File: src/rtl/prio_intc_pkg.sv
package prio_intc_pkg;
    localparam int LVL_W      = 3;
    localparam int CTL_W      = LVL_W + 1;
    localparam int KEEP_BIT   = LVL_W;

    typedef enum logic {
        ST_IDLE  = 1'b0,
        ST_SERVE = 1'b1
    } seq_state_t;

    typedef struct packed {
        logic             found;
        logic [LVL_W-1:0] lvl;
    } win_info_t;
endpackage

File: src/rtl/intc_src_bank.sv
module intc_src_bank
    import prio_intc_pkg::*;
#(
    parameter int NUM_SRC = 8,
    parameter int IDX_W   = $clog2(NUM_SRC)
) (
    input  logic                          clk,
    input  logic                          rst_n,
    input  logic [NUM_SRC-1:0]            evt_i,
    input  logic                          take_i,
    input  logic [IDX_W-1:0]              take_idx_i,
    input  logic                          sw_wr_i,
    input  logic [IDX_W-1:0]              sw_idx_i,
    input  logic [CTL_W-1:0]              sw_wdata_i,
    input  logic [IDX_W-1:0]              sw_rd_idx_i,
    output logic [CTL_W-1:0]              sw_rdata_o,
    output logic [NUM_SRC-1:0]            pend_o,
    output logic [NUM_SRC-1:0][LVL_W-1:0] lvl_o
);
    for (genvar g = 0; g < NUM_SRC; g++) begin : g_src
        logic sel_sw;
        logic sel_take;
        assign sel_sw   = sw_wr_i && (sw_idx_i == IDX_W'(g));
        assign sel_take = take_i && (take_idx_i == IDX_W'(g));

        always_ff @(posedge clk or negedge rst_n) begin
            if (!rst_n) begin
                pend_o[g] <= 1'b0;
                lvl_o[g]  <= '0;
            end else begin
                // an event always wins over any clearing source
                if (evt_i[g])
                    pend_o[g] <= 1'b1;
                else if (sel_take || (sel_sw && !sw_wdata_i[KEEP_BIT]))
                    pend_o[g] <= 1'b0;
                if (sel_sw)
                    lvl_o[g] <= sw_wdata_i[LVL_W-1:0];
            end
        end
    end

    assign sw_rdata_o = {pend_o[sw_rd_idx_i], lvl_o[sw_rd_idx_i]};
endmodule

File: src/rtl/intc_arbiter.sv
module intc_arbiter
    import prio_intc_pkg::*;
#(
    parameter int NUM_SRC = 8,
    parameter int IDX_W   = $clog2(NUM_SRC)
) (
    input  logic [NUM_SRC-1:0]            pend_i,
    input  logic [NUM_SRC-1:0][LVL_W-1:0] lvl_i,
    input  logic [LVL_W-1:0]              cur_lvl_i,
    output win_info_t                     win_o,
    output logic [IDX_W-1:0]              win_idx_o
);
    always_comb begin
        win_o     = '0;
        win_idx_o = '0;
        // strict compare keeps the lowest index on a tie
        for (int i = 0; i < NUM_SRC; i++) begin
            if (pend_i[i] && (lvl_i[i] > cur_lvl_i) &&
                (!win_o.found || (lvl_i[i] > win_o.lvl))) begin
                win_o.found = 1'b1;
                win_o.lvl   = lvl_i[i];
                win_idx_o   = IDX_W'(i);
            end
        end
    end
endmodule

File: src/rtl/intc_core_fsm.sv
module intc_core_fsm
    import prio_intc_pkg::*;
#(
    parameter int IDX_W = 3
) (
    input  logic             clk,
    input  logic             rst_n,
    input  win_info_t        win_i,
    input  logic [IDX_W-1:0] win_idx_i,
    input  logic             ack_i,
    input  logic             ret_i,
    input  logic             gie_wr_i,
    input  logic             gie_i,
    output logic             req_o,
    output logic             take_o,
    output logic [IDX_W-1:0] num_o,
    output logic [LVL_W-1:0] lvl_o,
    output logic             gie_o,
    output logic [LVL_W-1:0] cur_lvl_o,
    output logic             in_svc_o
);
    seq_state_t       state_q, state_d;
    logic             ret_take;
    logic             saved_gie;
    logic [LVL_W-1:0] saved_lvl;

    always_ff @(posedge clk or negedge rst_n) begin
        if (!rst_n) state_q <= ST_IDLE;
        else        state_q <= state_d;
    end

    always_comb begin
        state_d = state_q;
        unique case (state_q)
            ST_IDLE:  if (take_o)   state_d = ST_SERVE;  // TAKE
            ST_SERVE: if (ret_take) state_d = ST_IDLE;   // RETURN
            default:  state_d = ST_IDLE;
        endcase
    end

    always_comb begin
        req_o    = 1'b0;
        ret_take = 1'b0;
        unique case (state_q)
            ST_IDLE:  req_o    = gie_o && win_i.found;
            ST_SERVE: ret_take = ret_i;
            default:  req_o    = 1'b0;
        endcase
        take_o   = req_o && ack_i;
        in_svc_o = (state_q == ST_SERVE);
    end

    always_ff @(posedge clk or negedge rst_n) begin
        if (!rst_n) begin
            gie_o     <= 1'b0;
            cur_lvl_o <= '0;
            saved_gie <= 1'b0;
            saved_lvl <= '0;
            num_o     <= '0;
            lvl_o     <= '0;
        end else if (take_o) begin
            saved_gie <= gie_o;
            saved_lvl <= cur_lvl_o;
            gie_o     <= 1'b0;
            cur_lvl_o <= win_i.lvl;
            num_o     <= win_idx_i;
            lvl_o     <= win_i.lvl;
        end else if (ret_take) begin
            gie_o     <= saved_gie;
            cur_lvl_o <= saved_lvl;
        end else if (gie_wr_i) begin
            gie_o     <= gie_i;
        end
    end
endmodule

File: src/rtl/prio_intc.sv
module prio_intc
    import prio_intc_pkg::*;
#(
    parameter int NUM_SRC = 8,
    localparam int IDX_W  = $clog2(NUM_SRC)
) (
    input  logic               clk,
    input  logic               rst_n,
    input  logic [NUM_SRC-1:0] evt_i,
    input  logic               sw_wr_i,
    input  logic [IDX_W-1:0]   sw_idx_i,
    input  logic [CTL_W-1:0]   sw_wdata_i,
    input  logic [IDX_W-1:0]   sw_rd_idx_i,
    output logic [CTL_W-1:0]   sw_rdata_o,
    input  logic               gie_wr_i,
    input  logic               gie_i,
    input  logic               ack_i,
    input  logic               ret_i,
    output logic               irq_req_o,
    output logic [IDX_W-1:0]   irq_num_o,
    output logic [LVL_W-1:0]   irq_lvl_o,
    output logic               gie_o,
    output logic [LVL_W-1:0]   cur_lvl_o
);
    logic [NUM_SRC-1:0]            ir_vec;
    logic [NUM_SRC-1:0][LVL_W-1:0] lvl_vec;
    win_info_t                     win;
    logic [IDX_W-1:0]              win_idx;
    logic                          take;
    logic                          in_svc;

    intc_src_bank #(.NUM_SRC(NUM_SRC), .IDX_W(IDX_W)) u_bank (
        .clk(clk), .rst_n(rst_n), .evt_i(evt_i),
        .take_i(take), .take_idx_i(win_idx),
        .sw_wr_i(sw_wr_i), .sw_idx_i(sw_idx_i), .sw_wdata_i(sw_wdata_i),
        .sw_rd_idx_i(sw_rd_idx_i), .sw_rdata_o(sw_rdata_o),
        .pend_o(ir_vec), .lvl_o(lvl_vec)
    );

    intc_arbiter #(.NUM_SRC(NUM_SRC), .IDX_W(IDX_W)) u_arb (
        .pend_i(ir_vec), .lvl_i(lvl_vec), .cur_lvl_i(cur_lvl_o),
        .win_o(win), .win_idx_o(win_idx)
    );

    intc_core_fsm #(.IDX_W(IDX_W)) u_seq (
        .clk(clk), .rst_n(rst_n), .win_i(win), .win_idx_i(win_idx),
        .ack_i(ack_i), .ret_i(ret_i), .gie_wr_i(gie_wr_i), .gie_i(gie_i),
        .req_o(irq_req_o), .take_o(take), .num_o(irq_num_o), .lvl_o(irq_lvl_o),
        .gie_o(gie_o), .cur_lvl_o(cur_lvl_o), .in_svc_o(in_svc)
    );
endmodule

File: config.mk
export PLATFORM = sky130hd
export DESIGN_NAME = prio_intc
export DESIGN_NICKNAME = d
export VERILOG_FILES = /design/src/rtl/prio_intc_pkg.sv /design/src/rtl/intc_src_bank.sv /design/src/rtl/intc_arbiter.sv /design/src/rtl/intc_core_fsm.sv /design/src/rtl/prio_intc.sv
export SDC_FILE = /design/constraint.sdc
export NUM_CORES = 1
export LEC_CHECK = 0
export ABC_AREA = 0
export CAP_MARGIN = 20
export CORE_MARGIN = 4
export CORE_UTILIZATION = 45
export DETAILED_ROUTE_END_ITERATION = 8
export DONT_BUFFER_PORTS = 1
export GPL_TIMING_DRIVEN = 1
export PLACE_DENSITY_LB_ADDON = 0.2
export SYNTH_ARGS = -nofsm -noshare
export SYNTH_HDL_FRONTEND = slang
export SYNTH_SLANG_ARGS = --single-unit
File: constraint.sdc
create_clock -name clk -period 14.85 [get_ports clk]
set_clock_uncertainty 0.15 [all_clocks]
set_input_delay 2.97 -clock clk [delete_from_list [all_inputs] [get_ports clk]]
set_output_delay 2.97 -clock clk [all_outputs]
set_load 0.01 [all_outputs]
======== Word level (Yosys, flattened, before mapping) ========
Index checks and enable logic that the tools add are counted.
cells by class
  $lt $le $gt $ge ......................... 16
  equality and inequality tests ........... 14
  mux-type cells .......................... 45
  bitwise operators ....................... 1
  reduce and logical (&&, ||, !) cells .... 76
operator list
  operator            count
  $gt 3x3->1          15
  $logic_and 1x1->1   41
  $mux 4              8
  $mux 1              25
  $eq 3x3->1 const B  8
  $mux 3              7
  $reduce_bool 2->1   9
  $logic_or 1x1->1    15
  $eq 3x2->1 const B  4
  $bmux 3 s3          1
  $logic_not 1->1     8
  $eq 3x1->1 const B  2
  $logic_not 3->1     2
  $lt 3x4->1 const B  1
  $mux 2              2
  $bmux 1 s3          1
  $reduce_bool 3->1   1
  $pmux 1 s2          1
  $not 1->1           1
storage, ports and cells
  register bits ........................... 47
  input port bits ......................... 25
  word-level logic and storage cells ...... 175

======== Logic depth before layout (Yosys ltp) ========
  depth after elaboration ................. 38
  depth in mapped cells ................... 66
  depth with buffers taken out ............ 64

======== Hierarchy ========
Synthesis repeated with hierarchy kept, for this count alone.
unflattened totals
  cell total of the unflattened synthesis .. 376
  area, all modules ....................... 3,892.5 um^2
by module, submodules not included
  module         instances  cells an instance  area an instance (um^2)
  intc_arbiter   1          210                1,631.6
  intc_src_bank  1          106                1,612.8
  intc_core_fsm  1          60                 648.1

======== Worst setup path before layout ========
OpenSTA, ideal clock, no wires.
  path kind ............................... register -> register
  start ................................... register u_seq.cur_lvl_o[1]
  end ..................................... register u_bank.pend_o[2]
  library setup time ...................... 0.121 ns
  data arrival time ....................... 10.088 ns
  required time ........................... 14.579 ns
  setup slack ............................. 4.491 ns
  stages on the path, launching flop included .. 61
  path through ............................ dfrtp_1 inv_1 ha_1 nand3_1 o211a_1 and2_1 nand2_1 ha_1 nor2b_1 o21a_1 o21ai_0 o21a_1 a22o_1 inv_1 ha_1 nor2b_1 o21ai_0 a32oi_1 [25 not listed] nand2b_1 ha_1 inv_1 a21o_1 a21oi_1 a31oi_1 a22oi_1 clkbuf_1 nor2_1 a21o_1 ha_1 a21o_1 a21oi_1 a31oi_1 a21oi_1 nand3_1 or4_1 o22a_1
on the way
  word-level cells in the longest chain between the ends .. 37
  elaborated cells on any way between the ends .. 66
  classes of those cells .................. order compare (15); eq/ne (1); mux (16); reduce/logical (34)
RTL lines
  element                                        line                 RTL
  start: declaration                             intc_core_fsm.sv:19  output logic [LVL_W-1:0] cur_lvl_o,
  start signal: assignment                       intc_core_fsm.sv:65  cur_lvl_o <= win_i.lvl;
  start signal: assignment                       intc_core_fsm.sv:70  cur_lvl_o <= saved_lvl;
  $gt 3x3->1                                     intc_arbiter.sv:18   if (pend_i[i] && (lvl_i[i] > cur_lvl_i) &&
  $logic_and 1x1->1                              intc_arbiter.sv:18
  $mux 4                                         intc_arbiter.sv:18
  $gt 3x3->1 or $logic_not 1->1 (tied branches)  intc_arbiter.sv:19   (!win_o.found || (lvl_i[i] > win_o.lvl))) begin
  $logic_or 1x1->1                               intc_arbiter.sv:19
  $logic_and 1x1->1                              intc_arbiter.sv:18
  $mux 4                                         intc_arbiter.sv:18
  $gt 3x3->1 or $logic_not 1->1 (tied branches)  intc_arbiter.sv:19
  [21 not listed]                                -
  $logic_and 1x1->1                              intc_arbiter.sv:18
  $mux 4                                         intc_arbiter.sv:18
  $logic_and 1x1->1                              intc_core_fsm.sv:45  ST_IDLE: req_o = gie_o && win_i.found;
  $mux 1                                         intc_core_fsm.sv:44  unique case (state_q)
  $logic_and 1x1->1                              intc_core_fsm.sv:49  take_o = req_o && ack_i;
  $logic_and 1x1->1 (*)                          intc_src_bank.sv:24  assign sel_take = take_i && (take_idx_i == IDX_W'(g));
  $logic_or 1x1->1 (*)                           intc_src_bank.sv:34  else if (sel_take || (sel_sw && !sw_wdata_i[KEEP_BIT]))
  $reduce_bool 2->1 (no source line) (*)         -
  end signal: indexed assignment                 intc_src_bank.sv:28  pend_o[g] <= 1'b0;
  end signal: indexed assignment                 intc_src_bank.sv:33  pend_o[g] <= 1'b1;
  end signal: indexed assignment                 intc_src_bank.sv:35  pend_o[g] <= 1'b0;
  end: declaration                               intc_src_bank.sv:17  output logic [NUM_SRC-1:0] pend_o,
Every way passes the cells marked *; elsewhere a longest branch is shown, timed or not.
A chain may end at the register's enable or synchronous reset.

======== Worst setup path in the final report ========
Ends and elaborated chain as after synthesis.

==> out/qor.tcl <==
set qor(final_cell_count_no_fill) 482
set qor(synth_enable_flop_cells) 0
set qor(timing.critical_path.mode_cell) {sky130_fd_sc_hd__ha_1}
set qor(critPathRequiredTime_ns) 14.89
set qor(timing_max_transition_violations_final) 0
set qor(min_path_type) {reg2reg}
set qor(synth.lib_cells_used.distinct) 56
set qor(reg2reg_setup_slack_ns) 2.68
set qor(routabilityCongestion) 0.870
set qor(dr_total_vias) 3011
set qor(worst_ep_arrival_time_ns) 12.21
set qor(end_kind) {register}
set qor(grt_antenna_before_repair) 0
set qor(grt_setup_unrepaired) {false}
set qor(clkLatencyLatePin_ns) 0.30
set qor(tightestPinTransition_ns) 0.977
set qor(crit_path_end) {u_bank.pend_o[2]}
set qor(mean_instance_size_in_the_synthesized_netlist_um2) 9.88
set qor(tritoncts.num_buffers) 5
set qor(vias_in_the_first_global_route) 2932
set qor(grt_pass1_wl_um) 15800
set qor(largest_net_degree_at_the_start_of_global_routing) 48
set qor(totalWireLength_um) 9670
set qor(synthCells) 378
set qor(initial_core_util) 0.474
set qor(cp-start-kind) {register}
set qor(max-slew-margin-rel) 0.348
set qor(setup_viol_count_final) 0
set qor(design.portCount) 40
set qor(detail_route.drc_violations) 0
set qor(clock.fmax_mhz) 82.2
set qor(dominant_cell_type_by_area_after_synthesis) {sky130_fd_sc_hd__dfrtp_1}
set qor(io_buffer_count) 0
set qor(cts_max_path_buffers) 2
set qor(cts_root_buf) {sky130_fd_sc_hd__clkbuf_8}
set qor(die_y_um) 99.1
set qor(htree_levels) 2
set qor(place_worst_setup_slack_ns) 2.79
set qor(finalHoldViolCount) 0
set qor(r2r_end) {u_bank.pend_o[2]}
set qor(resized_after_cts) 0
set qor(worst-r2r-cell-count) 58
set qor(period_needed_ns) 12.17
set qor(first_iter_violations) 261
set qor(tns_ns) 0
set qor(synth_most_common_cell) {sky130_fd_sc_hd__dfrtp_1}
set qor(nNetsFinal) 449
set qor(share_of_the_core_filled_with_cells) 0.496
set qor(timing.critical_path.fanout_max) 12
set qor(synth_top_cell_area_share) 0.315
set qor(yosys_register_bits) 47
set qor(core_area_um2) 7890
set qor(std_cell_rows) 32
set qor(dp_hpwl_um) 7560
set qor(post_drt_via_cell_ratio) 6.25
set qor(postCtsHoldBufs) 0
set qor(synth_sequential_area_ratio) 0.315
set qor(tritoncts_clock_tree) {yes}
set qor(highest_layer) {met4}
set qor(grt_overflow) 0
set qor(mappedNetlistNets) 448
set qor(num_antenna_cells) 0
set qor(routed-wl-met3_um) 553
set qor(layout_worst_path_cycle_share) 0.819
set qor(postRouteAntennaNets) 0
set qor(routedWlPerCell_um) 20.1
set qor(met2WireLength_um) 4320
set qor(run_status) {finished, final reports clean}
set qor(critical_path_s_slowest_cell) {sky130_fd_sc_hd__a22oi_1}
set qor(post_synthesis_to_final_layout_area_growth_pct) 4.79
set qor(crit-reg2reg-launch) {u_seq.cur_lvl_o[1]}
set qor(route.layer.met1.wl_um) 4660
set qor(floorplan.die_area_um2) 9820
set qor(post_synth_main_area_contributors) {sky130_fd_sc_hd__dfrtp_1, sky130_fd_sc_hd__ha_1, sky130_fd_sc_hd__mux2_2}
set qor(fin_ws_ns) 2.68
set qor(synth.top_cells.by_count) {sky130_fd_sc_hd__dfrtp_1, sky130_fd_sc_hd__ha_1, sky130_fd_sc_hd__inv_1}
set qor(grt.total_usage) 0.202
set qor(chipWidth_um) 99.1
set qor(yosysWarningCount) 0
set qor(synth_ff_type) {sky130_fd_sc_hd__dfrtp_1}
set qor(dp_cell_count) 474
set qor(final_layout_size_suffix_gt1_frac) 0.153
set qor(cap_violations) 0
set qor(path_class) {reg2reg}
set qor(timing.critical_path.from) {u_seq.cur_lvl_o[1]}
set qor(post-cts-setup-buffer-count) 0
set qor(cts.sinks) 47
set qor(synth_area_um2) 3740
set qor(router_iterations_before_antenna_repair) 5
set qor(clkTransAtPathRegs_ns) 0.09
set qor(async_set_or_reset_register_ratio_after_synthesis) 1.00
set qor(max_incr_delay_on_cp_ns) 0.78
[worst min-delay path by stage]
stage | end | depth (start not counted) | startpoint
floorplan | u_seq.saved_gie | 1 | u_seq.saved_gie
global placement | u_seq.saved_gie | 1 | u_seq.saved_gie
detailed placement | u_seq.saved_gie | 1 | u_seq.saved_gie
CTS | u_seq.saved_gie | 1 | u_seq.saved_gie
global route | u_seq.saved_gie | 1 | u_seq.saved_gie
finish | u_seq.saved_gie | 1 | u_seq.saved_gie
[logic make-up after synthesis]
logic type / share of synthesized area
compound gates: 0.229
flops: 0.315
fa+ha+maj: 0.151
mux: 0.135
simple gates: 0.126
buf+inv: 0.0452
[worst max-delay path, delay by kind of cell, from the launching register on]
| kind | cells | cell delay, ns |
|---|---|---|
| AO/OA/AOI/OAI | 35 | 6.61 |
| buffers and inverters | 3 | 0.52 |
| multiplexers | 1 | 0.25 |
| flip-flops | 1 | 0.42 |
| AND/OR/NAND/NOR | 11 | 1.92 |
| adder cells (fa/ha/maj) | 8 | 2.19 |
[layout make-up]
type,instances,area (um^2)
Tap cell,102,128
Fill cell,725,3970
Sequential cell,47,1180
Multi-Input combinational cell,290,2390
Inverter,35,131
Clock inverter,2,16.3
Clock buffer,6,72.6
[routing by layer]
metal / global-route usage / vias up
met1: 0.308 / 1480
met4: 0.0368 / 0
met3: 0.0330 / 12
li1: - / 1429
met2: 0.305 / 90
met5: 0 / -
[through the flow]
step	hold WS (ns)	cell area, um^2
6_report	0.343	3920
5_1_grt	0.366	3920
4_1_cts	0.339	3920
3_5_place_dp	0.311	3830
3_3_place_gp	0.314	3830
2_1_floorplan	0.285	3740
[sequential cells by signal, indices dropped and copies added (netlist names)]
register and flops:
u_seq.saved_gie 1, u_seq.in_svc_o 1, u_bank.lvl_o 24, u_seq.gie_o 1, u_seq.lvl_o 3, u_seq.cur_lvl_o 3, u_seq.saved_lvl 3, u_bank.pend_o 8
u_seq.num_o 3
[placed cells by master (no fill, tap or decap), drive strengths merged, types with 12 or more instances in the layout]
master  Yosys  layout
a21oi      24      24
dfrtp      47      47
ha         45      45
inv        35      36
mux2       26      26
nand2      25      25
nand3      19      19
nor2       17      17
nor2b      12      12
o21ai      28      28
Power is left out: the tool's default activity adds up to more than one toggle a clock period on the data nets, which glitch-free logic cannot reach.
